$ cat config.mk
export PLATFORM = sky130hd
export DESIGN_NAME = irq_ctl_reg
export DESIGN_NICKNAME = d
export VERILOG_FILES = /design/src/rtl/irq_ctl_pkg.sv /design/src/rtl/irq_ctl_ctrl.sv /design/src/rtl/irq_ctl_dp.sv /design/src/rtl/irq_ctl_reg.sv
export SDC_FILE = /design/constraint.sdc
export NUM_CORES = 1
export LEC_CHECK = 0
export ABC_AREA = 1
export BUFFER_PORTS_ARGS = -buffer_cell sky130_fd_sc_hd__buf_2
export CORE_MARGIN = 10
export CORE_UTILIZATION = 31
export DETAILED_ROUTE_END_ITERATION = 8
export PLACE_DENSITY = 0.83
export SLEW_MARGIN = 20
export SYNTH_ARGS = -nofsm -noshare
export SYNTH_HDL_FRONTEND = slang
export SYNTH_SLANG_ARGS = --single-unit
$ cat constraint.sdc
create_clock -name clk -period 1.8 [get_ports clk]
set_clock_uncertainty 0.2 [all_clocks]
set_input_delay 0.09 -clock clk [delete_from_list [all_inputs] [get_ports clk]]
set_output_delay 0.09 -clock clk [all_outputs]
set_load 0.005 [all_outputs]
$ cat src/rtl/irq_ctl_pkg.sv
package irq_ctl_pkg;
  localparam int REG_W    = 32;
  localparam int TOKD_POS = 15;
  localparam int LTE_POS  = 14;
  localparam int SYS_POS  = 11;
  localparam int SYSE_POS = 10;

  typedef struct packed {
    logic initAll;
    logic jabSet;
    logic jabClr;
    logic sysSet;
    logic sysClr;
    logic ctrlLoad;
    logic txFlag;
  } strobe_t;
endpackage

$ cat src/rtl/irq_ctl_ctrl.sv
module irq_ctl_ctrl
  import irq_ctl_pkg::*;
#(
  parameter int JAB_POS  = 1,
  parameter int JABM_POS = 0
) (
  input  logic             hardRst,
  input  logic             softRst,
  input  logic             stopReq,
  input  logic             regSel,
  input  logic             regWr,
  input  logic [REG_W-1:0] wrData,
  input  logic             jabberEv,
  input  logic             parErrEv,
  input  logic             mstAbortEv,
  input  logic             tgtAbortEv,
  input  logic             txDoneEv,
  input  logic             txOk,
  input  logic             txLastFlag,
  input  logic             link10bt,
  input  logic             lteBit,
  input  logic             tokdBit,
  output strobe_t          stb
);
  logic wrHit;
  logic unusedWrBits;

  assign wrHit = regSel & regWr;
  assign unusedWrBits = ^wrData;

  always_comb begin
    stb = '0;
    stb.initAll  = hardRst | softRst;
    // Stop overrides a simultaneous jabber report.
    stb.jabSet   = jabberEv & link10bt & ~stopReq;
    stb.jabClr   = stopReq | (wrHit & wrData[JAB_POS]);
    stb.sysSet   = parErrEv | mstAbortEv | tgtAbortEv;
    stb.sysClr   = wrHit & wrData[SYS_POS];
    stb.ctrlLoad = wrHit;
    if (lteBit)
      stb.txFlag = txDoneEv & txLastFlag;
    else
      stb.txFlag = txDoneEv & (~txOk | ~tokdBit);
  end
endmodule

$ cat src/rtl/irq_ctl_dp.sv
module irq_ctl_dp
  import irq_ctl_pkg::*;
#(
  parameter int JAB_POS  = 1,
  parameter int JABM_POS = 0
) (
  input  logic             clk,
  input  strobe_t          stb,
  input  logic [REG_W-1:0] wrData,
  input  logic             globIntEn,
  output logic [REG_W-1:0] rdData,
  output logic             irqOut,
  output logic             txIntSet,
  output logic             lteBit,
  output logic             tokdBit
);
  logic jabFlag, jabMask, sysFlag, sysEn;
  logic irqNext;
  logic unusedWrBits;

  assign unusedWrBits = ^wrData;
  assign irqNext = (jabFlag & ~jabMask & globIntEn) | (sysFlag & sysEn);

  always_ff @(posedge clk) begin
    if (stb.initAll) begin
      jabFlag  <= 1'b0;
      jabMask  <= 1'b1;
      sysFlag  <= 1'b0;
      sysEn    <= 1'b0;
      lteBit   <= 1'b0;
      tokdBit  <= 1'b0;
      irqOut   <= 1'b0;
      txIntSet <= 1'b0;
    end else begin
      if (stb.jabSet)      jabFlag <= 1'b1;
      else if (stb.jabClr) jabFlag <= 1'b0;
      if (stb.sysSet)      sysFlag <= 1'b1;
      else if (stb.sysClr) sysFlag <= 1'b0;
      if (stb.ctrlLoad) begin
        jabMask <= wrData[JABM_POS];
        sysEn   <= wrData[SYSE_POS];
        lteBit  <= wrData[LTE_POS];
        tokdBit <= wrData[TOKD_POS];
      end
      irqOut   <= irqNext;
      txIntSet <= stb.txFlag;
    end
  end

  always_comb begin
    rdData           = '0;
    rdData[JAB_POS]  = jabFlag;
    rdData[JABM_POS] = jabMask;
    rdData[SYS_POS]  = sysFlag;
    rdData[SYSE_POS] = sysEn;
    rdData[LTE_POS]  = lteBit;
    rdData[TOKD_POS] = tokdBit;
  end
endmodule

$ cat src/rtl/irq_ctl_reg.sv
module irq_ctl_reg
  import irq_ctl_pkg::*;
#(
  parameter int JAB_POS  = 1,
  parameter int JABM_POS = 0
) (
  input  logic        clk,
  input  logic        hardRst,
  input  logic        softRst,
  input  logic        stopReq,
  input  logic        regSel,
  input  logic        regWr,
  input  logic [31:0] wrData,
  output logic [31:0] rdData,
  input  logic        jabberEv,
  input  logic        parErrEv,
  input  logic        mstAbortEv,
  input  logic        tgtAbortEv,
  input  logic        txDoneEv,
  input  logic        txOk,
  input  logic        txLastFlag,
  input  logic        globIntEn,
  input  logic        link10bt,
  output logic        irqOut,
  output logic        txIntSet
);
  strobe_t stb;
  logic    lteBit, tokdBit;

  irq_ctl_ctrl #(.JAB_POS(JAB_POS), .JABM_POS(JABM_POS)) u_ctrl (
    .hardRst(hardRst), .softRst(softRst), .stopReq(stopReq),
    .regSel(regSel), .regWr(regWr), .wrData(wrData),
    .jabberEv(jabberEv), .parErrEv(parErrEv), .mstAbortEv(mstAbortEv),
    .tgtAbortEv(tgtAbortEv), .txDoneEv(txDoneEv), .txOk(txOk),
    .txLastFlag(txLastFlag), .link10bt(link10bt),
    .lteBit(lteBit), .tokdBit(tokdBit), .stb(stb)
  );

  irq_ctl_dp #(.JAB_POS(JAB_POS), .JABM_POS(JABM_POS)) u_dp (
    .clk(clk), .stb(stb), .wrData(wrData), .globIntEn(globIntEn),
    .rdData(rdData), .irqOut(irqOut), .txIntSet(txIntSet),
    .lteBit(lteBit), .tokdBit(tokdBit)
  );
endmodule

### Word level (Yosys, flattened, before mapping)

Cells that the tools add are included.

| storage, ports and cells | value |
|---|---|
| flip-flop bits (word level) | 8 |
| bits in latches | 0 |
| RAM bits | 0 |
| bits in read-only memories | 0 |
| output and inout port bits | 34 |
| logic and storage cells | 35 |
| memories kept | 0 |

| operators by class | value |
|---|---|
| $add $sub $neg | 0 |
| multipliers | 0 |
| div/mod/pow operators | 0 |
| $lt $le $gt $ge | 0 |
| eq/ne operators | 0 |
| shift operators | 0 |
| multiplexer cells | 5 |
| bitwise operators | 20 |
| reduce and logical (&&, ||, !) cells | 2 |

Operator list:

| operator | count |
|---|---|
| $and A1 B1 Y1 | 10 |
| $or A1 B1 Y1 | 6 |
| $mux W1 | 5 |
| $not A1 Y1 | 4 |
| $reduce_bool A2 Y1 | 2 |

### Logic depth before layout (Yosys ltp)

| logic depth | value |
|---|---|
| depth after elaboration | 5 |
| gate-level depth with buffers | 4 |
| gate-level depth less buffers | 4 |

### Cells and area by module

Synthesis repeated with hierarchy kept, for this count alone.

| unflattened totals | value |
|---|---|
| cell total of the unflattened synthesis | 86 |
| area, all modules | 595.6 sq um |

By module, submodules not included:

| module | instances | cells an instance | area each (sq um) | sequential area each (sq um) |
|---|---|---|---|---|
| irq_ctl_dp | 1 | 66 | 509.2 | 160.2 |
| irq_ctl_ctrl | 1 | 20 | 86.3 | 0.0 |

### Worst setup path before layout

No wires, ideal clock.

| timing path | value |
|---|---|
| path kind | flip-flop to flip-flop |
| start | register u_dp.lteBit |
| end | register u_dp.txIntSet |
| arrival | 480 ps |
| required time | 1,483 ps |
| slack | 1,003 ps |
| cell stages (with the launch flop) | 4 |
| path through | dfxtp_1 -> nand2_1 -> nand3_1 -> a21oi_1 |

| on the way | value |
|---|---|
| word-level cells in the longest chain between the ends | 1 |

Ends and longest elaborated chain:

| element | RTL line | RTL |
|---|---|---|
| start: declaration | irq_ctl_dp.sv:14 | `output logic lteBit,` |
| start signal: assignment | irq_ctl_dp.sv:42 | `lteBit <= wrData[LTE_POS];` |
| $mux W1 | irq_ctl_ctrl.sv:40 | `if (lteBit)` |
| end signal: assignment | irq_ctl_dp.sv:46 | `txIntSet <= stb.txFlag;` |
| end: declaration | irq_ctl_dp.sv:13 | `output logic txIntSet,` |

Every way passes these cells.
A chain may end at the register's enable or synchronous reset.

### Worst setup path after layout

| timing path | value |
|---|---|
| start | input regWr |
| end | register u_dp.jabMask |

| on the way | value |
|---|---|
| word-level cells in the longest chain between the ends | 1 |

Ends and longest elaborated chain:

| element | RTL line | RTL |
|---|---|---|
| start: declaration | irq_ctl_reg.sv:12 | `input logic regWr,` |
| $and A1 B1 Y1 | irq_ctl_ctrl.sv:28 | `assign wrHit = regSel & regWr;` |
| end signal: assignment | irq_ctl_dp.sv:40 | `jabMask <= wrData[JABM_POS];` |
| end: declaration | irq_ctl_dp.sv:17 | `logic jabFlag, jabMask, sysFlag, sysEn;` |

Every way passes these cells.

==> results.md <==
- Status: complete, no violations
- Crit-path max cell delay: a little under 0.6 ns
- CTS tree: built
- Drt pass-1 iters: 4
- Critical Path Start: regWr
- First-pass GRT wire length: 3290 um
- WL/cell: 15.2 um
- Tot GR Track Use: a little over a tenth
- P_int: 0.321 mW
- Power, Total: 0.445 mW
- RSZ-0062 raised after global routing: no
- # IOs: 81
- Number of setup buffers added after CTS: 0
- Initial antenna violation count: 0
- Post-Route Utilization: between 50 and 60%
- Area contributors post-synth: buf_4 (43%), dfxtp_1 (28%), nand2_1 (4.7%), a21oi_1 (4.4%), nand3_1 (3.6%)
- Fmax achieved: about 560 MHz
- Mapped Cells: 75
- Die X: 62.6 um
- Gate power share: 25.9%
- Pins Over Slew Limit: 0
- Final setup fails: 0
- Clock share of power: 32.1%
- Final WS setup: 0.0143 ns
- Fin area: 883 um2
- Endpoint class of the critical path: flop
- Clock Path Buffers: 2
- Placed insts: 121
- CTS buffer count: 3
- Register area share after synthesis: 28.4%
- Yosys Warn Count: 0
- Min-delay worst type: in -> reg
- Number of global-route vias before repair: 636
- Die extent in y: 62.6 um
- Met1 Use GR: between 10 and 15%
- Period minus WS final: 1.79 ns
- Grt met2 use: between 15 and 20%
- Die ar.: ~4000 um2
- H-Tree Depth: 1
- Nets: roughly 170
- Reg-to-Reg Start: u_dp.lteBit
- Non-Filler Instances: 150
- Multi-input gate area: 245 um2
- Crit path kind: in -> reg
- GRT overflow: 0
- Layout cells sized above 1: 28.8%
- Leakage: 0.450 nW
- Critical Path Most Common Cell: dlygate4sd3_1
- Vias after detailed routing: ~600
- Slowest cell on the critical path: dlygate4sd3_1
- Synth top area share: 42.7%
- Hold_sp: regSel
- Clock Latency Late Sink: about 0.25 ns
- Total Routed Length: 2280 um
- Max_cap viols: 0
- Worst hold slack: 0.0857 ns
- Worst vdd ir: 221 uV
- Register area: 160 um2
- GR peak layer: met2
- Crit-path cells: dlygate4sd3_1, buf_2, nand2_4, clkinv_2, nand2_1, o211ai_1, dlygate4sd3_1
- Netlist cell types: 15
- Critical Path RT: between 1.5 and 2 ns
- Site Rows: 15
- DP Wirelength: 1210 um
- Routability cong.: 0.718
- Most area-hungry cell type in the Yosys netlist: buf_4
- Final ANT Viol Nets: 0
- Count of clock tree sinks: 8
- Largest net degree at the start of global routing: 8
- Clock slew at reported path FFs: about 0.06 ns
- Met3 GRT Util: ~3.6%
- Root Driver: clkbuf_4
- Switching Share: approximately 28%
- Antenna diode count: 0
- Vias/cell: 4.07
- Setup_tns: 0 ns
- Startpoint Class: input port
- Switching pwr: 0.124 mW
- Arr. time, crit path: ~1.7 ns
- Worst-path fanout max: 5
- Starting Density: between 30% and 40%
- Fillers: 140
- Fin crit share: approximately 99%
- Area Overhead vs Synth: 56.9%
- Pre-CTS WS: 0.926 ns
- Iter 0 DRT Violations: between 40 and 50
- DRC: 0
- P per Cell Area: 504 nW/um2
- Final Hold Viols: 0
- Buffers on Ports: 28
- Placed cell area: 588 um2
- Synthesized area: 563 um2
- Yosys reg bits: 8
- Sequential share of power: 42.0%
- CORE AREA: 1730 um2
- Synth Area per Inst: approximately 7.5 um2
## final timing paths
check | endpoint | slack (ns) | cells past startpoint
worst max-delay path | u_dp.jabMask | 0.01 | 7
worst max register to register | u_dp.txIntSet | 0.33 | 4
worst min-delay path | u_dp.lteBit | 0.09 | 5
worst min register to register | u_dp.jabFlag | 0.30 | 2
## layout by cell type (no fill, tap or decap)
cell,count
nor2_4,1
nor3_1,1
inv_1,5
nand2_4,1
buf_2,28
clkinv_2,1
conb_1,26
nand3_1,4
a21oi_1,3
nand2_1,7
o21ai_0,2
a21oi_2,2
nor2_1,5
clkbuf_4,3
dfxtp_1,8
dlygate4sd3_1,26
o21ai_1,1
o211ai_1,1
## critical path, delay by kind of cell
| kind | cells | cell delay, ns |
|---|---|---|
| AO/OA/AOI/OAI | 1 | 0.09 |
| buffers and inverters | 4 | 1.37 |
| AND/OR/NAND/NOR | 2 | 0.16 |
## synth_stat cells, drive strengths merged
cell and instances:
o211ai 1, o21ai 3, nor2 6, inv 5, nand2 8, nor3 1
buf 32, clkinv 1, a21oi 5, dfxtp 8, conb 1, nand3 4
## area by class of cell
class / instances / share of cell area [%]
inverters: 6 / 2.69
multi-input cells: 54 / 27.8
flip-flops and latches: 8 / 18.1
repair buffers: 54 / 45.3
clock buffers: 3 / 2.55
well taps: 25 / 3.54
## registers in the layout, indices dropped and copies added (netlist names)
name	count
u_dp.tokdBit	1
u_dp.irqOut	1
u_dp.jabMask	1
u_dp.sysFlag	1
u_dp.lteBit	1
u_dp.jabFlag	1
u_dp.sysEn	1
u_dp.txIntSet	1
## per-layer routing
layer / wire length [um] / part of all wire, %
met3: 194 / 8.5
met2: 1110 / 49
met1: 944 / 41
met4: 35 / 1.5
met5: 0 / 0
## power by group through the flow
stage	clock network [mW]	logic [mW]	registers, mW
after floorplan	0	0.0766	0.190
after global placement	0	0.0602	0.190
after detailed placement	0	0.0620	0.190
after CTS	0.138	0.101	0.186
after global routing	0.152	0.124	0.187
final	0.143	0.115	0.187
## what timing repair did
action | CTS | global route
hold endpoints to repair | 8 | 0
endpoints found under the setup margin | 0 | 2
hold buffers | 26 | 0
gates resized for setup | 0 | 3
## logic make-up (layout without fill, tap and decap cells)
kind of cell / count (synthesis) / count (layout) / synth area share (%)
other: 1 / 26 / 0.666
DFF: 8 / 8 / 28.4
AOI/OAI and AO/OA: 9 / 9 / 8.44
and+or+nand+nor: 19 / 19 / 15.6
buffers and inverters: 38 / 63 / 46.9
No activity file was read; power rests on OpenSTA's default activity.
